<file path="config.mk">
export PLATFORM = sky130hd
export DESIGN_NAME = coh_snoop_ctrl
export DESIGN_NICKNAME = d
export VERILOG_FILES = /design/src/rtl/coh_pkg.sv /design/src/rtl/coh_copy_bank.sv /design/src/rtl/coh_sat_counter.sv /design/src/rtl/coh_snoop_ctrl.sv
export SDC_FILE = /design/constraint.sdc
export NUM_CORES = 1
export LEC_CHECK = 0
export ABC_AREA = 1
export BUFFER_PORTS_ARGS = -buffer_cell sky130_fd_sc_hd__buf_4
export CORE_ASPECT_RATIO = 1.25
export CORE_MARGIN = 4
export CORE_UTILIZATION = 55
export DETAILED_ROUTE_END_ITERATION = 12
export HOLD_SLACK_MARGIN = 0.05
export PLACE_DENSITY = 0.74
export SETUP_SLACK_MARGIN = 0.5
export SKIP_LAST_GASP = 1
export SLEW_MARGIN = 5
export SYNTH_ARGS = -nofsm -noshare
export SYNTH_HDL_FRONTEND = slang
export SYNTH_HIERARCHICAL = 1
export SYNTH_SLANG_ARGS = --single-unit
</file>
<file path="constraint.sdc">
create_clock -name clk -period 6.4 [get_ports clk]
set_input_delay 0 -clock clk [delete_from_list [all_inputs] [get_ports clk]]
set_output_delay 0 -clock clk [all_outputs]
set_load 0.05 [all_outputs]
</file>
<file path="src/rtl/coh_pkg.sv">
// Package coh_pkg
// Shared types for the single-line coherence controller.
// Assumes: one line, one request per cycle, whole-line writes.
package coh_pkg;

    // Phases of the shared bus: idle, then a fixed two-cycle transaction.
    typedef enum logic [1:0] {
        PH_IDLE = 2'd0,
        PH_ADDR = 2'd1,
        PH_DATA = 2'd2
    } bus_phase_t;

    // Actions the copy bank applies to every private copy at once.
    typedef enum logic [2:0] {
        OP_NONE      = 3'd0,
        OP_FILL      = 3'd1,
        OP_WR_LOCAL  = 3'd2,
        OP_WR_INVAL  = 3'd3,
        OP_WR_UPDATE = 3'd4
    } line_op_t;

    // State held by one private copy.
    typedef struct packed {
        logic vld;
        logic excl;
        logic dirty;
    } copy_state_t;

endpackage

</file>
<file path="src/rtl/coh_copy_bank.sv">
// Module coh_copy_bank
// Holds the private copy (state and data word) of every core. Each copy
// decides its own next state from the bank-wide operation and whether it
// is the requester.
// Assumes: op is presented for exactly one cycle per completed action.
module coh_copy_bank
    import coh_pkg::*;
#(
    parameter int N_CORES = 3,
    parameter int DATA_W  = 32,
    localparam int IDX_W  = (N_CORES > 1) ? $clog2(N_CORES) : 1
) (
    input  logic                           clk,
    input  logic                           rst_n,
    input  line_op_t                       op,
    input  logic [IDX_W-1:0]               op_core,
    input  logic [DATA_W-1:0]              op_data,
    output logic [N_CORES-1:0]             vld_o,
    output logic [N_CORES-1:0]             excl_o,
    output logic [N_CORES-1:0]             dirty_o,
    output logic [N_CORES-1:0][DATA_W-1:0] data_o
);

    for (genvar g = 0; g < N_CORES; g++) begin : g_copy
        copy_state_t       st;
        logic [DATA_W-1:0] dat;
        logic              me;

        assign me = (op_core == IDX_W'(g));

        // Apply the current bank operation to this copy.
        always_ff @(posedge clk) begin
            if (!rst_n) begin
                st  <= '0;
                dat <= '0;
            end else begin
                unique case (op)
                    OP_FILL: begin
                        if (me) begin
                            st  <= '{vld: 1'b1, excl: 1'b0, dirty: 1'b0};
                            dat <= op_data;
                        end else begin
                            st.excl  <= 1'b0;
                            st.dirty <= 1'b0;
                        end
                    end
                    OP_WR_LOCAL: begin
                        if (me) dat <= op_data;
                    end
                    OP_WR_INVAL: begin
                        if (me) begin
                            st  <= '{vld: 1'b1, excl: 1'b1, dirty: 1'b1};
                            dat <= op_data;
                        end else begin
                            st <= '0;
                        end
                    end
                    OP_WR_UPDATE: begin
                        if (me) begin
                            st  <= '{vld: 1'b1, excl: 1'b0, dirty: 1'b1};
                            dat <= op_data;
                        end else if (st.vld) begin
                            st.excl  <= 1'b0;
                            st.dirty <= 1'b0;
                            dat      <= op_data;
                        end
                    end
                    default: ;
                endcase
            end
        end

        assign vld_o[g]   = st.vld;
        assign excl_o[g]  = st.excl;
        assign dirty_o[g] = st.dirty;
        assign data_o[g]  = dat;


        sole_holder_chk: assert property (@(posedge clk) disable iff (!rst_n)
            st.excl |-> ($countones(vld_o) == 1));
    end


    single_dirty_chk: assert property (@(posedge clk) disable iff (!rst_n)
        $countones(dirty_o) <= 1);

endmodule

</file>
<file path="src/rtl/coh_sat_counter.sv">
// Module coh_sat_counter
// Counts bus events and holds at the all-ones value.
// Assumes: at most one increment per cycle.
module coh_sat_counter #(
    parameter int CNT_W = 16
) (
    input  logic             clk,
    input  logic             rst_n,
    input  logic             inc,
    output logic [CNT_W-1:0] cnt
);

    localparam logic [CNT_W-1:0] CNT_MAX = '1;

    // Add one per event unless already at the ceiling.
    always_ff @(posedge clk) begin
        if (!rst_n)                     cnt <= '0;
        else if (inc && cnt != CNT_MAX) cnt <= cnt + 1'b1;
    end


    count_step_chk: assert property (@(posedge clk) disable iff (!rst_n)
        (inc && cnt != CNT_MAX) |=> (cnt == $past(cnt) + 1'b1));

    count_hold_max_chk: assert property (@(posedge clk) disable iff (!rst_n)
        (cnt == CNT_MAX) |=> (cnt == CNT_MAX));

    count_idle_chk: assert property (@(posedge clk) disable iff (!rst_n)
        !inc |=> $stable(cnt));

endmodule

</file>
<file path="src/rtl/coh_snoop_ctrl.sv">
// Module coh_snoop_ctrl
// Top of the single-line snooping coherence controller. It accepts one
// read or write per idle cycle, serves hits at once, and runs misses and
// write broadcasts as a fixed two-cycle bus transaction. The policy input
// chooses between invalidating and updating the other copies on a write.
// Assumes: req_core is below N_CORES; writes cover the whole line.
module coh_snoop_ctrl
    import coh_pkg::*;
#(
    parameter int                N_CORES  = 3,
    parameter int                DATA_W   = 32,
    parameter int                CNT_W    = 16,
    parameter logic [DATA_W-1:0] MEM_INIT = '0,
    localparam int               IDX_W    = (N_CORES > 1) ? $clog2(N_CORES) : 1
) (
    input  logic              clk,
    input  logic              rst_n,
    input  logic              req_valid,
    input  logic [IDX_W-1:0]  req_core,
    input  logic              req_write,
    input  logic [DATA_W-1:0] req_wdata,
    input  logic              policy_update,
    output logic              busy,
    output logic              rsp_valid,
    output logic [DATA_W-1:0] rsp_data,
    output logic [DATA_W-1:0] mem_word,
    output logic [CNT_W-1:0]  evt_count
);

    bus_phase_t                 phase;
    logic                       pol_q;
    logic [IDX_W-1:0]           lat_core;
    logic                       lat_write;
    logic [DATA_W-1:0]          lat_data;
    logic [DATA_W-1:0]          mem_q;
    logic                       rsp_valid_q;
    logic [DATA_W-1:0]          rsp_data_q;

    logic [N_CORES-1:0]             vld, excl, dirty;
    logic [N_CORES-1:0][DATA_W-1:0] cdata;

    logic              eff_pol, accept, fast;
    logic              any_dirty;
    logic [DATA_W-1:0] fill_data;
    line_op_t          op;
    logic [IDX_W-1:0]  op_core;
    logic [DATA_W-1:0] op_data;

    // The policy input counts only while idle; otherwise the latched one.
    assign eff_pol = (phase == PH_IDLE) ? policy_update : pol_q;
    assign accept  = req_valid && (phase == PH_IDLE);
    assign fast    = accept && (req_write ? (!eff_pol && excl[req_core])
                                          : vld[req_core]);

    // Fill source: the dirty holder if one exists, otherwise memory.
    always_comb begin
        any_dirty = |dirty;
        fill_data = mem_q;
        for (int i = 0; i < N_CORES; i++) begin
            if (dirty[i]) fill_data = cdata[i];
        end
    end

    // Select the bank operation: completion of a transaction or a local write.
    always_comb begin
        op      = OP_NONE;
        op_core = lat_core;
        op_data = lat_data;
        if (phase == PH_DATA) begin
            if (lat_write) op = pol_q ? OP_WR_UPDATE : OP_WR_INVAL;
            else begin
                op      = OP_FILL;
                op_data = fill_data;
            end
        end else if (fast && req_write) begin
            op      = OP_WR_LOCAL;
            op_core = req_core;
            op_data = req_wdata;
        end
    end

    // Bus sequencer, request latch, memory word and response register.
    always_ff @(posedge clk) begin
        if (!rst_n) begin
            phase       <= PH_IDLE;
            pol_q       <= 1'b0;
            lat_core    <= '0;
            lat_write   <= 1'b0;
            lat_data    <= '0;
            mem_q       <= MEM_INIT;
            rsp_valid_q <= 1'b0;
            rsp_data_q  <= '0;
        end else begin
            rsp_valid_q <= 1'b0;
            unique case (phase)
                PH_IDLE: begin
                    pol_q <= policy_update;
                    if (fast) begin
                        rsp_valid_q <= 1'b1;
                        rsp_data_q  <= req_write ? req_wdata : cdata[req_core];
                    end else if (accept) begin
                        phase     <= PH_ADDR;
                        lat_core  <= req_core;
                        lat_write <= req_write;
                        lat_data  <= req_wdata;
                    end
                end
                PH_ADDR: phase <= PH_DATA;
                PH_DATA: begin
                    phase       <= PH_IDLE;
                    rsp_valid_q <= 1'b1;
                    rsp_data_q  <= lat_write ? lat_data : fill_data;
                    if (!lat_write && any_dirty) mem_q <= fill_data;
                end
                default: phase <= PH_IDLE;
            endcase
        end
    end

    coh_copy_bank #(
        .N_CORES (N_CORES),
        .DATA_W  (DATA_W)
    ) u_bank (
        .clk     (clk),
        .rst_n   (rst_n),
        .op      (op),
        .op_core (op_core),
        .op_data (op_data),
        .vld_o   (vld),
        .excl_o  (excl),
        .dirty_o (dirty),
        .data_o  (cdata)
    );

    coh_sat_counter #(
        .CNT_W (CNT_W)
    ) u_events (
        .clk   (clk),
        .rst_n (rst_n),
        .inc   (phase == PH_DATA),
        .cnt   (evt_count)
    );

    assign busy      = (phase != PH_IDLE);
    assign rsp_valid = rsp_valid_q;
    assign rsp_data  = rsp_data_q;
    assign mem_word  = mem_q;


    bus_window_chk: assert property (@(posedge clk) disable iff (!rst_n)
        $rose(busy) |=> busy);

    bus_done_chk: assert property (@(posedge clk) disable iff (!rst_n)
        $rose(busy) |=> ##1 (!busy && rsp_valid));

    policy_hold_chk: assert property (@(posedge clk) disable iff (!rst_n)
        (busy && $past(busy)) |-> $stable(pol_q));

    mem_writeback_chk: assert property (@(posedge clk) disable iff (!rst_n)
        (mem_q != $past(mem_q)) |-> $past(phase == PH_DATA && !lat_write));

    busy_drop_chk: assert property (@(posedge clk) disable iff (!rst_n)
        (busy && !$past(busy)) |=> $stable(lat_core) && $stable(lat_data));

endmodule

</file>
==> results.cfg, run 1 <==
[clocking]
insertion_delay_ns = 0.52
numCtsBuffers = 24
cts_tree = yes
clk_pin_slew_worst_paths_ns = 0.06
h-tree-depth = 1
cts_sinks = 224
clk_path_buf_depth = 3
cts_resized = 0
root_buffer = clkbuf_16

[floorplan]
die_w_um = 143
die_h_um = 177
top_level_ports = 121
core_area_um2 = 22400
start_util = 0.562
std_cell_rows = 61
design.die.area_um2 = 25300

[synthesis]
syn_nets = 2102
synth-seq-cells = 224
ys_seq_area_frac = 0.357
ys_warn_count = 6
avgSynthCellArea_um2 = 6.09
synthesis.area_um2 = 12600
synthFlopType = dfxtp_1
synthArstFlopShare = 0
yosysUniqueCellTypes = 30
synth_edf_count = 0
syn_inst = 2062

[sta]
max_freq_ghz = 0.241
finalCriticalPeriod_ns = 4.15
skew_ns = 0.0128
final_hold_viol_count = 0
rsz0062_at_grt = no
slew_headroom = 0.320
drv_slew = 0
final.period_utilization = 0.649
setup_tns_ns = 0
hold_slack_ns = 0.270
worst_pin_slew_ns = 1.02
layout_setup_ws_ns = 2.25
setup_violations = 0

[global_routing]
overflow = 0
track_usage = 0.295
grt_pass1_vias = 12500
grt_pass1_wl_um = 61600
grt_max_degree = 87
antenna_found_initial = 0

[run_status]
status = finished, final reports clean

[route]
wl_met1_um = 15600
post_drt_via_cell_ratio = 5.49
route.detailed.drc = 0
drt_iter0_drc = 1230
drtAntennaViolNets = 0
wl_um = 37800
routed.top_layer = met4
first_pass_iters = 5
route.met3.wl_um = 3120
via_count = 13400
post_drt_wl_per_cell_um = 15.5
routed-wl-met2_um = 17900

[job]
drv_cap = 0

[final_layout]
stdcell_count = 2437
area_growth_syn_to_layout_pct = 15.3
nFillCells = 2119
stdcell_area_um2 = 14500
n_antenna_cell = 0
seq_area_um2 = 4490
multiInputGateArea_um2 = 6680
nets = 2178
final_layout_size_suffix_gt1_frac = 0.0961

[setup_path]
cpLargestDelayFamily = buffers and inverters
worstPathMaxFanout = 66
worstSetupStartpointType = input pin
cp.arrival_ns = 4.60
critPathKind = in -> reg
max_stage_delay_ns = 0.79
cp.required_ns = 6.85
path_cells = dlygate4sd3_1 -> buf_4 -> inv_2 -> buf_4 -> nor2_2 -> nand3_2 -> buf_4 -> o31ai_1 -> nor2_1 -> nand2_1 -> nand2_2 -> nand2_2 -> inv_2 -> nor2_1 -> nor2_1
critPathBufInv = 6
r2r-start = phase[1]$_SDFFE_PN0P_
cp-end-kind = register
timing.reg2reg.setup_slack_ns = 2.45
crit_path_top_delay_cell = inv_2
r2r-end = u_bank/g_copy[0].dat[5]$_SDFFE_PN0P_
rr_worst_depth = 14

[placement]
hpwlAfterDp_um = 22900
placed_area_um2 = 13300
port_buffers = 120
dpl.cell_count = 2346
place_ws_ns = 2.26
gp_congestion = 0.904

[power]
peakVddDrop_uv = 216
power_density_nw_per_um2 = 230
leakagePower_nw = 6.85

[hold_path]
holdCritPathClass = in -> reg
min_to = lat_data[18]$_SDFFE_PN0P_
holdCritStartpoint = req_wdata[18]
hold_depth = 4
-- kinds of logic after synthesis --
kind of cell / after synthesis / share of synthesized area
flops: 224 / 0.357
compound gates: 349 / 0.149
simple gates: 1159 / 0.380
fa+ha+maj: 1 / 0.000996
buf+inv: 329 / 0.113
-- synthesized netlist by cell type, types with 8 or more instances --
master	instances	area share
inv_1	188	0.056
o21ai_1	17	0.0068
o21ai_0	183	0.073
nor2_2	9	0.0045
a31oi_1	32	0.016
nand2_2	9	0.0045
buf_6	16	0.014
nor2_1	339	0.10
a21oi_1	83	0.033
nand2_1	574	0.17
clkbuf_1	64	0.019
o21bai_1	32	0.019
buf_1	8	0.0024
nand3_1	210	0.084
dfxtp_1	224	0.36
buf_2	42	0.017
-- report_power, final --
part | leakage [nW] | internal (W) | total (W) | switching, W
clock network | 0.360 | 0.000762 | 0.00132 | 0.000559
logic | 4.67 | 0.000173 | 0.000516 | 0.000342
registers | 1.82 | 0.00145 | 0.00149 | 0.0000365
total | 6.85 | 0.00239 | 0.00333 | 0.000938
-- metrics by stage --
step                       util  power, W
final                     0.648   0.00333
after global routing      0.648   0.00347
after CTS                 0.648   0.00334
after detailed placement  0.593   0.00200
after global placement    0.593   0.00199
after floorplan               -   0.00187
-- state kept, by name, summed over array words and instances, names as in the netlist --
register and count:
lat_core 2, lat_data 32, lat_write 1, mem_word 32, phase 2, pol_q 1
rsp_data 32, rsp_valid 1, u_bank/dirty_o 3, u_bank/excl_o 3, u_bank/g_copy.dat 96, u_bank/vld_o 3
u_events/cnt 16
-- layout by cell type (no fill, tap or decap), types with 2 or more instances in the layout --
cell,instances
clkbuf_1,10
nand3_1,210
nand2_4,3
dfxtp_1,223
nor2_2,9
nor2_1,337
dlygate4sd3_1,49
o21ai_0,183
o21bai_1,32
clkbuf_8,4
a21oi_1,83
a31oi_1,32
buf_4,135
nand3_2,2
clkinv_2,3
nor2_4,7
nand2_1,573
nor3_1,2
nand4_1,4
inv_1,187
clkbuf_16,25
inv_2,7
o21ai_1,17
nand2_2,9
-- worst max path at each step --
stage	start	to	cells past startpoint
after floorplan	phase[1]$_SDFFE_PN0P_	u_bank/g_copy[1].dat[0]$_SDFFE_PN0P_	12
after global placement	req_core[1]	u_bank/g_copy[2].dat[17]$_SDFFE_PN0P_	14
after detailed placement	req_core[1]	u_bank/g_copy[0].dat[2]$_SDFFE_PN0P_	14
after CTS	req_write	u_bank/g_copy[0].dat[5]$_SDFFE_PN0P_	15
after global routing	req_write	u_bank/g_copy[0].dat[29]$_SDFFE_PN0P_	15
final	req_write	u_bank/g_copy[0].dat[5]$_SDFFE_PN0P_	15
-- tightest hold or removal path: stages --
cell and delay, ns:
dlygate4sd3_1 0.52, buf_4 0.11, nor2_1 0.04, nor2_1 0.08
-- routing by layer --
metal,vias up,track usage
met5,-,0
met4,0,0.108
met3,83,0.0451
met2,537,0.499
met1,6077,0.378
li1,6680,-
-- timing repair --
action,CTS,global route
hold endpoints to repair,98,0
setup endpoints to repair,0,0
buffers inserted,0,0
hold buffers,49,0
-- layout make-up --
cell class,count,share of cell area
clock inverters,3,0.00104
clock buffers,39,0.0496
inverters,195,0.0505
flip-flops and latches,224,0.310
multi-input cells,1509,0.461
well taps,283,0.0244
repair buffers,184,0.104
Power figures use the tool's default switching activity.
==> run 2, diff against run 1 <==
- clock period: 6.4 -> 4.3 ns (I/O delays scaled with it)
==> run 2 against run 1 <==
Register-to-register slack lost 1.7 ns. Sequential cell count is the same. Via count grew 0.37%. Worst hold slack lost 0.019 ns. Cell area grew 0.34%. Routed wire length grew 1.3%. Clock power grew 61%. Sequential share of layout area shrank 0.10 points. Power grew 54%. Combinational power grew 47%. Utilization grew 0.22 points. Cell count is essentially flat. Highest routed layer unchanged.
==> results.cfg, run 2 (synthesis results as in run 1) <==
[setup_path]
critPathKind = in -> reg
cp-end-kind = register
worstPathMaxFanout = 36
worstSetupStartpointType = input pin
cp.arrival_ns = 3.96
cp.required_ns = 4.75

[floorplan]
start_util = 0.562
core_area_um2 = 22400
design.die.area_um2 = 25300
top_level_ports = 121
std_cell_rows = 61
die_w_um = 143
die_h_um = 177

[sta]
slew_headroom = 0.365
finalCriticalPeriod_ns = 3.51
drv_slew = 0
setup_violations = 0
rsz0062_at_grt = no
max_freq_ghz = 0.285
worst_pin_slew_ns = 0.949
setup_tns_ns = 0
final.period_utilization = 0.816
skew_ns = 0.0141
layout_setup_ws_ns = 0.792
final_hold_viol_count = 0

[final_layout]
final_common_cell = nand2_1
final_layout_size_suffix_gt1_frac = 0.103
largest_reg_flops = 96
area_growth_syn_to_layout_pct = 15.7
n_antenna_cell = 0
largest_register = u_bank/g_copy.dat
nets = 2178
most-common-layout-cells = nand2_1, nor2_1, dfxtp_1, nand3_1, inv_1
nFillCells = 2141

[clocking]
cts_sinks = 224
root_buffer = clkbuf_16
cts_setup_buffers = 0
cts_tree = yes
clk_pin_slew_worst_paths_ns = 0.06
clk_path_buf_depth = 3
numCtsBuffers = 24
h-tree-depth = 1
insertion_delay_ns = 0.52

[global_routing]
grt_pass1_wl_um = 62100
grt_pass1_vias = 12600
globalRouteMet2Util = 0.503
use_met3 = 0.0335
overflow = 0
antenna_found_initial = 0
use_met1 = 0.385
grt_max_degree = 99
gr-max-usage-layer = met2
track_usage = 0.297

[placement]
port_buffers = 120
hpwlAfterDp_um = 24300
gp_congestion = 0.973
place_ws_ns = 0.568

[power]
power_density_nw_per_um2 = 351
leakagePower_nw = 6.88
peakVddDrop_uv = 284

[route]
first_pass_iters = 6
drt_iter0_drc = 1141
wl_um = 38300
post_drt_via_cell_ratio = 5.51
route.detailed.drc = 0
post_drt_wl_per_cell_um = 15.7
via_count = 13400
drtAntennaViolNets = 0

[job]
drv_cap = 0

[run_status]
status = finished, final reports clean

[hold_path]
holdCritPathClass = in -> reg
[run 2: changes by cell type in the layout (fill, tap and decap cells not counted)]
| cell | before | now |
|---|---|---|
| nor2_2 | 9 | 11 |
| clkinv_2 | 3 | 5 |
| bufinv_16 | 0 | 2 |
| nor2_4 | 7 | 5 |
| dlygate4sd3_1 | 49 | 40 |
| buf_12 | 0 | 1 |
| buf_4 | 135 | 143 |
| clkbuf_8 | 4 | 5 |
| clkbuf_1 | 10 | 6 |
[run 2: final timing paths]
kind | from | endpoint | slack [ns] | cells past startpoint
worst max-delay path | req_core[1] | u_bank/g_copy[2].dat[3]$_SDFFE_PN0P_ | 0.79 | 12
worst min-delay path | req_wdata[15] | lat_data[15]$_SDFFE_PN0P_ | 0.25 | 4
worst max register to register | phase[1]$_SDFFE_PN0P_ | u_bank/g_copy[2].dat[3]$_SDFFE_PN0P_ | 0.80 | 12
worst min register to register | u_bank/excl_o[0]$_SDFFE_PN0P_ | u_bank/excl_o[0]$_SDFFE_PN0P_ | 0.47 | 2
[run 2: power by group]
part | switching, W | internal [W] | total [W]
logic | 0.000509 | 0.000251 | 0.000760
clock network | 0.000862 | 0.00127 | 0.00213
registers | 0.0000546 | 0.00216 | 0.00222
total | 0.00143 | 0.00368 | 0.00511
[run 2: stage by stage]
stage                      util  cells  power [W]  hold WS (ns)  instance area [um^2]
after floorplan               -   2062    0.00278         0.121                 12600
after global placement    0.596   2355    0.00297         0.237                 13300
after detailed placement  0.596   2355    0.00298         0.245                 13300
after CTS                 0.650   2438    0.00512         0.247                 14500
after global routing      0.650   2438    0.00531         0.281                 14500
final                     0.650   2438    0.00511         0.252                 14500
[run 2: cell type report]
class,count,area [um^2],share of cell area
Multi-Input combinational cell,1509,6670,0.459
Tap cell,283,354,0.0244
Clock buffer,36,717,0.0493
Sequential cell,224,4490,0.309
Inverter,195,732,0.0504
Timing Repair Buffer,184,1490,0.103
Clock inverter,7,85.1,0.00585
[run 2: worst max-delay path: stages]
cell and delay (ns):
dlygate4sd3_1 0.55, buf_4 0.43, nand3_1 0.15, nand2_1 0.17
nand3_2 0.42, o21ai_0 0.59, inv_1 0.11, o21ai_1 0.17
nand2_2 0.41, inv_2 0.67, nor2_1 0.11, nor2_1 0.13
[run 2: what timing repair did]
item,in CTS,in global routing
hold buffers,40,0
endpoints found under the hold margin,87,0
gates resized for setup,0,0
[run 2: metal layers]
layer / part of all wire / vias to the layer above / routed length, um
li1: - / 6675 / -
met1: 0.42 / 6117 / 16200
met2: 0.47 / 527 / 18000
met3: 0.071 / 108 / 2730
met4: 0.036 / 0 / 1360
met5: 0 / - / 0
==> run 3, diff against run 2 <==
- ABC_AREA: 1 -> 0
- clock period: 4.3 -> 3.3 ns (I/O delays scaled with it)
==> run 3 against run 2 <==
Register-to-register slack got worse by 0.25 ns. Sequential power rose by 27%. Largest power group unchanged. Sequential share of layout area rose by 0.40 points. Sequential cell count did not move. First-iteration DRC count rose by 0.61%.
==> results.cfg, run 3 <==
[sta]
drv_slew = 0
worst_pin_slew_ns = 1.01
final.period_utilization = 0.833
final_hold_viol_count = 0
max_freq_ghz = 0.364
finalCriticalPeriod_ns = 2.75
setup_tns_ns = 0
slew_headroom = 0.328
rsz0062_at_grt = yes
setup_violations = 0
skew_ns = 0.00960

[floorplan]
core_area_um2 = 21000
start_util = 0.564
std_cell_rows = 59
design.die.area_um2 = 23900
top_level_ports = 121
die_h_um = 172
die_w_um = 139

[clocking]
numCtsBuffers = 24
h-tree-depth = 1
clk_pin_slew_worst_paths_ns = 0.06
cts_sinks = 224
cts_tree = yes
clk_path_buf_depth = 3
insertion_delay_ns = 0.53
root_buffer = clkbuf_16

[power]
power_density_nw_per_um2 = 436
p_int_w = 0.00460
p_sw_frac = 0.265
leakagePower_nw = 5.54
clockPowerShare = 0.416
power_w = 0.00626
switchingPower_w = 0.00166
peakVddDrop_uv = 430
combPwrFrac = 0.134
seqPwrFrac = 0.450

[synthesis]
yosys.cell_count.top_type = dfxtp_1
synth.area.top_cells = dfxtp_1, mux2i_1, a21oi_1
yosys-top-cells-count = dfxtp_1, a21oi_1, nand2_1, mux2i_1, nand3_1
ys_seq_area_frac = 0.379
syn_inst = 1472
ys_warn_count = 6
yosysTopAreaCell = dfxtp_1
syn_nets = 1512
synthFlopType = dfxtp_1
avgSynthCellArea_um2 = 8.04
synthArstFlopShare = 0
synth-seq-cells = 224
yosysUniqueCellTypes = 66
yosysTopAreaCellShare = 0.379
synthesis.area_um2 = 11800
synth_edf_count = 0

[setup_path]
r2r-start = phase[1]$_SDFFE_PN0P_
worstSetupStartpointType = register
cp.arrival_ns = 3.20
worstPathMaxFanout = 16
path_cells = or3b_1 -> nor4b_4 -> mux2_2 -> nor2_2 -> and3_2 -> o21ai_1 -> a21oi_1
critical_path.endpoint = u_bank/g_copy[0].dat[2]$_SDFFE_PN0P_
max_stage_delay_ns = 0.56
cp.required_ns = 3.75
cp-end-kind = register
rr_worst_depth = 7
startpoint = phase[1]$_SDFFE_PN0P_
critPathKind = reg -> reg
timing.reg2reg.setup_slack_ns = 0.55
crit_path_top_delay_cell = and3_2
r2r-end = u_bank/g_copy[0].dat[2]$_SDFFE_PN0P_

[global_routing]
antenna_found_initial = 0
overflow = 0
grt_pass1_vias = 11900
track_usage = 0.313
grt_pass1_wl_um = 62300
grt_max_degree = 67

[route]
route.detailed.drc = 0
post_drt_wl_per_cell_um = 21.1
drt_iter0_drc = 1148
via_count = 12300
post_drt_via_cell_ratio = 6.50
first_pass_iters = 8
wl_um = 39800
drtAntennaViolNets = 0

[final_layout]
n_antenna_cell = 0
area_growth_syn_to_layout_pct = 21.2
final_core_util = 0.684
largest_register = u_bank/g_copy.dat
final_layout_size_suffix_gt1_frac = 0.172
largest_reg_flops = 96
final_common_cell = dfxtp_1
nets = 1644
most-common-layout-cells = dfxtp_1, buf_4, a21oi_1, nand2_1, mux2i_1

[placement]
gp_congestion = 0.962
port_buffers = 120
hpwlAfterDp_um = 24300

[job]
drv_cap = 0

[run_status]
status = finished, final reports clean

[hold_path]
holdCritPathClass = in -> reg
-- run 3: cell count changes in the layout (fill, tap and decap cells not counted), sizes merged, moves of 87 or more --
cell / change
a21oi: +87
nand2: -436
nor2: -266
o21ai: -94
mux2i: +105
inv: -149
nand3: -107
-- run 3: through the flow --
stage	hold slack [ns]	area [um^2]	setup slack, ns	cells
after floorplan	0.133	11800	0.667	1472
after global placement	0.275	12900	0.661	1780
after detailed placement	0.281	12900	0.598	1780
after CTS	0.148	14300	0.552	1881
after global routing	0.186	14300	0.453	1888
final	0.182	14300	0.550	1888
-- run 3: power groups by stage --
| stage | combinational, W | sequential (W) | clock, W |
|---|---|---|---|
| detailed placement | 0.000740 | 0.00288 | 0 |
| CTS | 0.000809 | 0.00282 | 0.00264 |
| global route | 0.000889 | 0.00283 | 0.00275 |
| global placement | 0.000726 | 0.00288 | 0 |
| floorplan | 0.000436 | 0.00294 | 0 |
| finish | 0.000836 | 0.00282 | 0.00260 |
-- run 3: cells by family after synthesis --
| logic type | after synthesis | share of synthesized area |
|---|---|---|
| flops | 224 | 0.379 |
| simple gates | 426 | 0.170 |
| mux | 107 | 0.0907 |
| compound gates | 524 | 0.287 |
| fa+ha+maj | 1 | 0.00106 |
| buf+inv | 188 | 0.0704 |
| xor+xnor | 2 | 0.00148 |
-- run 3: what timing repair did --
action,4_1_cts,5_1_grt
hold endpoints to repair,159,0
endpoints found under the setup margin,0,93
hold buffers,65,0
setup buffers,0,4
gates resized for setup,0,7
-- run 3: worst min-delay path by stage --
stage,startpoint,endpoint,slack (ns),cells after the start
after floorplan,rst_n,u_events/cnt[10]$_SDFFE_PN0P_,0.13,1
after global placement,req_wdata[22],lat_data[22]$_SDFFE_PN0P_,0.27,3
after detailed placement,req_wdata[10],lat_data[10]$_SDFFE_PN0P_,0.28,3
after CTS,req_write,phase[0]$_SDFFE_PN0P_,0.15,3
after global routing,req_write,phase[0]$_SDFFE_PN0P_,0.19,3
final,req_write,phase[0]$_SDFFE_PN0P_,0.18,3
-- run 3: layer usage --
layer | up-vias | global-route usage | wire, um
li1 | 5661 | - | -
met1 | 5795 | 0.395 | 15800
met2 | 703 | 0.547 | 19100
met3 | 114 | 0.0432 | 3520
met4 | 0 | 0.124 | 1420
met5 | - | 0 | 0
-- run 3: layout make-up --
class                   instances  area [um^2]
clock buffers                  30          643
clock inverters                 6         91.3
fillers                      1753         6620
inverters                      45          169
multi-input cells            1063         6590
flip-flops and latches        224         4490
well taps                     274          343
repair buffers                246         2030
-- run 3: worst max-delay path: cells and delay by family (launching register included) --
family	cells	cell delay (ns)
AOI/OAI and AO/OA	2	0.26
and+or+nand+nor	4	1.63
muxes	1	0.42
DFF	1	0.35
